==> config.mk <==
export PLATFORM = sky130hd
export DESIGN_NAME = dac_rstpd_ctrl
export DESIGN_NICKNAME = d
export VERILOG_FILES = /design/src/rtl/dac_rpd_pkg.sv /design/src/rtl/rpd_reset_sync.sv /design/src/rtl/rpd_frame_track.sv /design/src/rtl/rpd_regs.sv /design/src/rtl/dac_rstpd_ctrl.sv
export SDC_FILE = /design/constraint.sdc
export NUM_CORES = 1
export LEC_CHECK = 0
export BUFFER_PORTS_ARGS = -buffer_cell sky130_fd_sc_hd__buf_2
export CAP_MARGIN = 5
export CORE_ASPECT_RATIO = 1.25
export CORE_MARGIN = 5
export CORE_UTILIZATION = 50
export DETAILED_ROUTE_END_ITERATION = 10
export PLACE_DENSITY = 0.75
export RECOVER_POWER = 25
export SKIP_CTS_REPAIR_TIMING = 1
export SLEW_MARGIN = 5
export SYNTH_ARGS = -nofsm -noshare
export SYNTH_HDL_FRONTEND = slang
export SYNTH_SLANG_ARGS = --single-unit
export TNS_END_PERCENT = 50
==> constraint.sdc <==
create_clock -name clk -period 1.8 [get_ports clk]
set_input_delay 0.27 -clock clk [delete_from_list [all_inputs] [get_ports clk]]
set_output_delay 0.27 -clock clk [all_outputs]
set_load 0.02 [all_outputs]
==> src/rtl/dac_rpd_pkg.sv <==
package dac_rpd_pkg;

  localparam int unsigned CMD_W   = 4;
  localparam int unsigned DATA_W  = 16;
  localparam int unsigned KEEP_W  = CMD_W + DATA_W;

  localparam logic [CMD_W-1:0] CMD_WR_IN   = 4'h1;
  localparam logic [CMD_W-1:0] CMD_LOAD    = 4'h2;
  localparam logic [CMD_W-1:0] CMD_WR_BOTH = 4'h3;
  localparam logic [CMD_W-1:0] CMD_CFG_A   = 4'h4;
  localparam logic [CMD_W-1:0] CMD_CFG_B   = 4'hC;

  localparam int unsigned SRST_BIT = 15;
  localparam int unsigned PD_BIT   = 14;

  typedef struct packed {
    logic [CMD_W-1:0]  cmd;
    logic [DATA_W-1:0] data;
  } frame_t;

endpackage

==> src/rtl/rpd_reset_sync.sv <==
module rpd_reset_sync #(
  parameter int unsigned STAGES = 2
) (
  input  logic clk,
  input  logic rst_raw_n,
  output logic rst_n_sync
);

  logic [STAGES-1:0] sync_q;
  logic [STAGES-1:0] sync_d;

  always_comb begin
    sync_d = {sync_q[STAGES-2:0], 1'b1};
  end

  always_ff @(posedge clk or negedge rst_raw_n) begin
    if (!rst_raw_n) begin
      sync_q <= '0;
    end else begin
      sync_q <= sync_d;
    end
  end

  assign rst_n_sync = sync_q[STAGES-1];

endmodule

==> src/rtl/rpd_frame_track.sv <==
module rpd_frame_track
  import dac_rpd_pkg::*;
#(
  parameter int unsigned FRAME_BITS = 24
) (
  input  logic   clk,
  input  logic   rst_n,
  input  logic   cs_n,
  input  logic   bit_strobe,
  input  logic   bit_in,
  output logic   frame_ok,
  output frame_t frame,
  output logic   poisoned
);

  localparam int unsigned CNT_MAX = FRAME_BITS + 1;
  localparam int unsigned CNT_W   = $clog2(CNT_MAX + 1);

  logic [KEEP_W-1:0] shift_q, shift_d;
  logic [CNT_W-1:0]  cnt_q, cnt_d;
  logic              cs_q;
  logic              poison_q, poison_d;
  logic              frame_end;
  logic              shift_en;

  assign shift_en  = !cs_n && bit_strobe;
  assign frame_end = !cs_q && cs_n;

  always_comb begin
    shift_d  = shift_q;
    cnt_d    = cnt_q;
    poison_d = poison_q;
    if (cs_n) begin
      cnt_d    = '0;
      poison_d = 1'b0;
    end else if (shift_en) begin
      shift_d = {shift_q[KEEP_W-2:0], bit_in};
      if (cnt_q != CNT_W'(CNT_MAX)) begin
        cnt_d = cnt_q + 1'b1;
      end
    end
  end

  always_ff @(posedge clk or negedge rst_n) begin
    if (!rst_n) begin
      shift_q  <= '0;
      cnt_q    <= '0;
      cs_q     <= 1'b1;
      poison_q <= 1'b1;
    end else begin
      if (shift_en) begin
        shift_q <= shift_d;
      end
      cnt_q    <= cnt_d;
      cs_q     <= cs_n;
      poison_q <= poison_d;
    end
  end

  assign frame_ok = frame_end && !poison_q && (cnt_q == CNT_W'(FRAME_BITS));
  assign frame    = frame_t'(shift_q);
  assign poisoned = poison_q;

endmodule

==> src/rtl/rpd_regs.sv <==
module rpd_regs
  import dac_rpd_pkg::*;
#(
  parameter logic [DATA_W-1:0] MID_CODE = 16'h8000
) (
  input  logic              clk,
  input  logic              rst_n,
  input  logic              frame_ok,
  input  frame_t            frame,
  input  logic              fmt_twos,
  input  logic              mid_strap,
  output logic [DATA_W-1:0] input_reg,
  output logic [DATA_W-1:0] dac_latch,
  output logic              pd_a,
  output logic              pd_b,
  output logic              srst_q
);

  logic [DATA_W-1:0] in_q, in_d, lat_q, lat_d;
  logic [DATA_W-1:0] start_code;
  logic [DATA_W-1:0] code_sb;
  logic              load_start;
  logic              pd_a_q, pd_a_d, pd_b_q, pd_b_d;
  logic              srst_d;

  assign start_code = mid_strap ? MID_CODE : '0;
  assign load_start = !rst_n || srst_q;
  assign code_sb    = {frame.data[DATA_W-1] ^ fmt_twos, frame.data[DATA_W-2:0]};

  always_comb begin
    in_d  = in_q;
    lat_d = lat_q;
    if (load_start) begin
      in_d  = start_code;
      lat_d = start_code;
    end else if (frame_ok) begin
      case (frame.cmd)
        CMD_WR_IN:   in_d = code_sb;
        CMD_LOAD:    lat_d = in_q;
        CMD_WR_BOTH: begin
          in_d  = code_sb;
          lat_d = code_sb;
        end
        default: ;
      endcase
    end
  end

  always_ff @(posedge clk) begin
    in_q  <= in_d;
    lat_q <= lat_d;
  end

  always_comb begin
    pd_a_d = pd_a_q;
    pd_b_d = pd_b_q;
    srst_d = 1'b0;
    if (srst_q) begin
      pd_a_d = 1'b0;
      pd_b_d = 1'b0;
    end else if (frame_ok) begin
      if (frame.cmd == CMD_CFG_A) begin
        pd_a_d = frame.data[PD_BIT];
        srst_d = frame.data[SRST_BIT];
      end
      if (frame.cmd == CMD_CFG_B) begin
        pd_b_d = frame.data[PD_BIT];
      end
    end
  end

  always_ff @(posedge clk or negedge rst_n) begin
    if (!rst_n) begin
      pd_a_q <= 1'b0;
      pd_b_q <= 1'b0;
      srst_q <= 1'b0;
    end else begin
      pd_a_q <= pd_a_d;
      pd_b_q <= pd_b_d;
      srst_q <= srst_d;
    end
  end

  assign input_reg = in_q;
  assign dac_latch = lat_q;
  assign pd_a      = pd_a_q;
  assign pd_b      = pd_b_q;

endmodule

==> src/rtl/dac_rstpd_ctrl.sv <==
module dac_rstpd_ctrl
  import dac_rpd_pkg::*;
#(
  parameter int unsigned SYNC_STAGES = 2,
  parameter int unsigned FRAME_BITS  = 24
) (
  input  logic              clk,
  input  logic              por_n,
  input  logic              rst_pin_n,
  input  logic              mid_strap,
  input  logic              fmt_twos,
  input  logic              pd_pin,
  input  logic              cs_n,
  input  logic              bit_strobe,
  input  logic              bit_in,
  output logic              rst_active,
  output logic              frame_drop,
  output logic              pd_en,
  output logic [DATA_W-1:0] input_reg,
  output logic [DATA_W-1:0] dac_latch
);

  logic   rst_raw_n;
  logic   rst_n_sync;
  logic   frame_ok;
  frame_t frame;
  logic   pd_a, pd_b;
  logic   srst_q;

  assign rst_raw_n = por_n && rst_pin_n;

  rpd_reset_sync #(.STAGES(SYNC_STAGES)) u_sync (
    .clk        (clk),
    .rst_raw_n  (rst_raw_n),
    .rst_n_sync (rst_n_sync)
  );

  rpd_frame_track #(.FRAME_BITS(FRAME_BITS)) u_track (
    .clk        (clk),
    .rst_n      (rst_n_sync),
    .cs_n       (cs_n),
    .bit_strobe (bit_strobe),
    .bit_in     (bit_in),
    .frame_ok   (frame_ok),
    .frame      (frame),
    .poisoned   (frame_drop)
  );

  rpd_regs u_regs (
    .clk        (clk),
    .rst_n      (rst_n_sync),
    .frame_ok   (frame_ok),
    .frame      (frame),
    .fmt_twos   (fmt_twos),
    .mid_strap  (mid_strap),
    .input_reg  (input_reg),
    .dac_latch  (dac_latch),
    .pd_a       (pd_a),
    .pd_b       (pd_b),
    .srst_q     (srst_q)
  );

  assign rst_active = !rst_n_sync || srst_q;
  assign pd_en      = pd_pin || pd_a || pd_b;

endmodule

# Yosys cells after proc, flatten, opt, wreduce, memory -nomap -nowiden
# Cells that the tools add are included.
# W data, S select, Z words.
# word_totals
regBits	64
inputBits	9
word_cells	66
# classes
addsub	1
n_eq_ne	7
muxes	19
n_bitwise	2
n_reduce_logical	27
# op_table
operator	n
$mux W16	6
$pmux W16 S2	1
$mux W5	3
$reduce_bool A2 Y1	7
$reduce_and A2 Y1	6
$mux W1	9
$eq A4 B2 Y1 const B	2
$add A5 B1 Y5 const B	1
$eq A5 B5 Y1 const B	1
$logic_and A1 B1 Y1	5
$ne A5 B5 Y1 const B	1
$eq A4 B1 Y1 const B	1
$eq A4 B3 Y1 const B	1
$eq A4 B4 Y1 const B	1
$logic_not A1 Y1	4
$logic_or A1 B1 Y1	3
$reduce_bool A3 Y1	1
$reduce_or A2 Y1	1
$not A1 Y1	1
$xor A1 B1 Y1	1

# Depth between registers and ports, before layout
# logic_depth
word_depth	6
mapped_depth	5
mapped_depth_nobuf	5

# Modules after synthesis
# From an unflattened synthesis, not the netlist that was laid out.
# hier_totals
hier_cells	211
area_unflattened_um2	2766.4
# by_module_without_submodules
mod	n_inst	cells_per_inst	area_per_inst_um2	seq_area_each_um2
rpd_regs	1	128	1566.5	1036.0
rpd_frame_track	1	77	1127.3	678.2
rpd_reset_sync	1	3	53.8	50.0
dac_rstpd_ctrl	1	3	18.8	0.0

# Least setup slack after synthesis
# OpenSTA, ideal clock, no wires.
# synth_timing
path_kind	reg-to-reg
start	register u_sync.sync_q[1]
end	register u_regs.lat_q[0], in the netlist u_regs.dac_latch[0], enable pin
setup_time_ps	314
t_arrival_ps	1863
required_ps	1486
path_slack_ps	-377
path_stages_with_launch	5
n_path_buf	1
cell_sequence	dfrtp_1 nor2b_2 inv_1 buf_2 a21o_1
# synth_via
elab_chain_cells	4
elab_cells_between_ends	5
classes_between	5 x reduce/logical
# synth_rtl
element	line_no	text
start, declared	rpd_reset_sync.sv:9	logic [STAGES-1:0] sync_q;
start signal, assigned	rpd_reset_sync.sv:20	sync_q <= sync_d;
$logic_not A1 Y1 *	rpd_regs.sv:27	assign load_start = !rst_n || srst_q;
$logic_or A1 B1 Y1 *	rpd_regs.sv:27	
$reduce_bool A3 Y1 (no source line) or $reduce_bool A2 Y1 (tied branches)	-	
$reduce_and A2 Y1 (no source line) *	-	
end signal, assigned	rpd_regs.sv:51	lat_q <= lat_d;
end, declared	rpd_regs.sv:19	logic [DATA_W-1:0] in_q, in_d, lat_q, lat_d;
# Mark *: on every way between the ends. The rest lies on a longest branch, timed or not.
# A chain may end at the register's enable or synchronous reset.

# Final worst setup path
# layout_timing
start	register u_sync.sync_q[1]
end	output port rst_active
# layout_via
elab_chain_cells	2
# layout_rtl
element	line_no	text
$logic_not A1 Y1	dac_rstpd_ctrl.sv:63	assign rst_active = !rst_n_sync || srst_q;
$logic_or A1 B1 Y1	dac_rstpd_ctrl.sv:63	
end, declared	dac_rstpd_ctrl.sv:16	output logic rst_active,
# No other way between the ends.

==> impl_summary.md <==
Clock network
The library cell used as clock root buffer is clkbuf_8. No sink is reached through more buffers than the 2 on the longest clock path. Clock-pin slew was measured on the worst setup and hold paths at 0.06 ns.

The total number of H-tree levels is 3. The clock sink total is 64. TritonCTS built the clock tree. The number of buffers created by CTS is 9.

At the later pin of the worst-skew pair, clock insertion delay measures 0.34 ns.

Timing
Measured against its own limit, the worst slew margin works out to 52.2%. The clock period minus final worst setup slack is 1.71 ns. The accumulated negative setup slack is 0 ns. For the pin with the worst max-slew slack, the measured transition is 0.717 ns. The worst clock skew on the final layout is 0.00716 ns. The final clock period utilization by the worst path is 95.0%.

Setup violations remaining at the end of the flow were counted as 0. The final max-slew violation count came to 0. Setup repair after global routing left no endpoint under its margin. The number of hold violations in the final report is 0.

Setup slack closes at 0.0903 ns. The timing-limited maximum frequency is 585 MHz.

Finish
In the final design database the tool counted 277 nets. In the final layout, the share of cells above drive strength 1 is 37.4%. The flip-flop count of the largest register, all copies and words added is 20. The most common cell after layout, fill and taps aside is buf_2. The filler cells instantiated in the layout total 435. The final cell count without fillers is 334. The area growth from synthesis to layout is 20.2%. The final instance area is 3310 um2. The area taken by flip-flops and latches is 1770 um2. The number of antenna diodes in the final layout is 0. The top cell types in the final layout, fill and taps aside, are buf_2 (42), nand2_1 (35), edfxtp_1 (32). The multi-input logic area is 910 um2.

Power
For this design the ratio of total power to cell area is 1140 nW/um2. The worst-case IR drop observed on VDD is 627 uV. The power after layout is 3.76 mW.

The analysis attributes to cell leakage a power of 1.47 nW.

Logic synthesis
The share of synthesized area occupied by flip-flops and latches is 64.0%. The number of flops mapped to enable cells by yosys is 32. The number of storage elements in the synthesis netlist is 64. The area of the mapped netlist is 2760 um2.

The Yosys step of the flow raised 0 warnings. By area the synthesized netlist is led by edfxtp_1 (35%), dfrtp_1 (27%), mux2_2 (7.8%), nand2_1 (4.8%), and2_1 (3.6%). For this run, the leading register cell type out of synthesis is edfxtp_1. After synthesis, the netlist uses 35 different library cells.

The synthesized net count is 216. Averaged over all synthesized cells, the footprint is 13.5 um2. The share of the synthesized area in the top cell type is 34.9%. The async set-reset flop share out of synthesis is 50.0%. The biggest area consumer among synthesized cells is edfxtp_1. The number of cells produced by synthesis is 204.

Placed design
Summing all placed instances gives a cell area of 3070 um2. At the end of routability-driven placement, the weighted congestion stood at 0.772. The worst slack at placement is 0.120 ns. The placed wire-length estimate after detailed placement is 3260 um.

After detailed placement, the design holds a cell count of 311. During placement, the flow inserted port buffers numbering 43.

Floorplan
The number of rows in the core area is 30. The starting utilization of the core area is 51.0%. The total die area is 7100 um2. The boundary pin count is 44. The area of the placeable core is 5410 um2. From left edge to right edge, the die measures 76.4 um. Measured along the y axis, the die boundary spans 93.0 um.

Drt
In this run the top signal layer used is met4. In the routed design, unresolved DRC markers number 0. The met2 layer wire length in the routed design is 2070 um. The total wire length after detailed routing is 4480 um. The first detailed-routing pass took 4 iterations. The wire length on met1 is 1980 um. In the final routed layout, each cell accounts on average for 13.4 um.

The number of antenna-violating nets in the routed design is 0. The detailed-route vias per instance is 5.07. The detailed router placed 1692 vias in this run. In the detailed route, the total length drawn on met3 is 338 um.

The initial detailed-routing violation count is 69.

Global route
The via count of the first global-routing pass came to 1580. Entering global routing, the biggest net connects 31 pins. The wire length of the first global-routing pass is 7550 um.

The global-route total usage across every layer is 13.6%. The initial antenna violation count was 0. The residual overflow from global routing is 0.

Hold path
The path class of the tightest hold or removal check is in2reg. The worst hold path begins at bit_in. For hold timing, the worst endpoint is u_track.frame[0]$_DFFE_PN0P_. The worst hold path stage count is 2.

Flow run
The number of maximum-capacitance constraint violations is 0.

Setup path
The reg-to-reg endpoint is u_regs.dac_latch[14]$_SDFFCE_PN0P_. The worst register-to-register path begins at u_track.cnt_q[1]$_DFFE_PN0P_. The worst setup path is of the reg2out kind. STA classifies the critical path startpoint as a flop. The worst-path maximum fanout is 10. The slack of the worst reg-to-reg path is 0.14 ns.

The required time reported for the critical path endpoint is 1.53 ns. For the worst flop-to-flop path, the logic depth is 6. The element type at the critical path end is an output port. STA puts the critical path data arrival time at 1.44 ns.

Status
The run finished with clean final reports.
report_power, final:
group	switching, mW	leakage, nW	total [mW]	internal, mW
sequential	0.190	0.726	2.02	1.83
combinational	0.303	0.651	0.611	0.308
clock	0.503	0.0922	1.13	0.626
metrics by stage:
stage	utilization [%]	hold slack [ns]
final	61.3	0.154
after CTS	60.1	-0.183
after global placement	56.8	0.171
after floorplan	-	0.0763
after detailed placement	56.8	0.184
after global routing	61.3	0.153
area by class of cell:
type                            instances  share of cell area (%)
Clock buffer                           11                    3.97
Timing Repair Buffer                   59                    11.0
Sequential cell                        64                    53.4
Tap cell                               64                    2.42
Multi-Input combinational cell        128                    27.5
Clock inverter                          5                    1.44
Inverter                                3                   0.340
worst max-delay path by stage:
stage,depth (start not counted),end,start
after floorplan,4,u_regs.dac_latch[0]$_SDFFCE_PN0P_,u_sync.sync_q[1]$_DFF_PN0_
after global placement,6,u_regs.dac_latch[11]$_SDFFCE_PN0P_,u_track.cnt_q[1]$_DFFE_PN0P_
after detailed placement,6,u_regs.dac_latch[11]$_SDFFCE_PN0P_,u_track.cnt_q[1]$_DFFE_PN0P_
after CTS,4,rst_active,u_regs.srst_q$_DFF_PN0_
after global routing,4,rst_active,u_regs.srst_q$_DFF_PN0_
final,4,rst_active,u_sync.sync_q[1]$_DFF_PN0_
worst max-delay path, cell delays in order, from the launching register on:
cell and delay, ns:
dfrtp_4 0.47, nor2b_4 0.15, inv_1 0.14, buf_6 0.17, buf_2 0.18
per-layer routing:
| metal | vias up | GRT usage, % |
|---|---|---|
| met5 | - | 0 |
| met4 | 0 | 6.12 |
| met3 | 9 | 5.88 |
| met2 | 46 | 20.6 |
| met1 | 799 | 16.8 |
| li1 | 838 | - |
cells in the mapped netlist (4+ instances only):
master    instances
a21oi_1           9
a21oi_2           7
mux2_2           19
buf_4             5
and2_1           16
dfrtp_1          30
nor2_1            4
nand2_1          35
mux2i_1           4
nand2b_1          5
edfxtp_1         32
logic make-up after synthesis:
| logic type | synth area share, % |
|---|---|
| mux | 10.0 |
| compound gates | 5.36 |
| buf+inv | 3.22 |
| other cells | 0.136 |
| xor+xnor | 0.954 |
| simple gates | 14.9 |
| fa+ha+maj | 1.36 |
| flops | 64.0 |
Note: power is estimated with default switching activity, not from simulation.
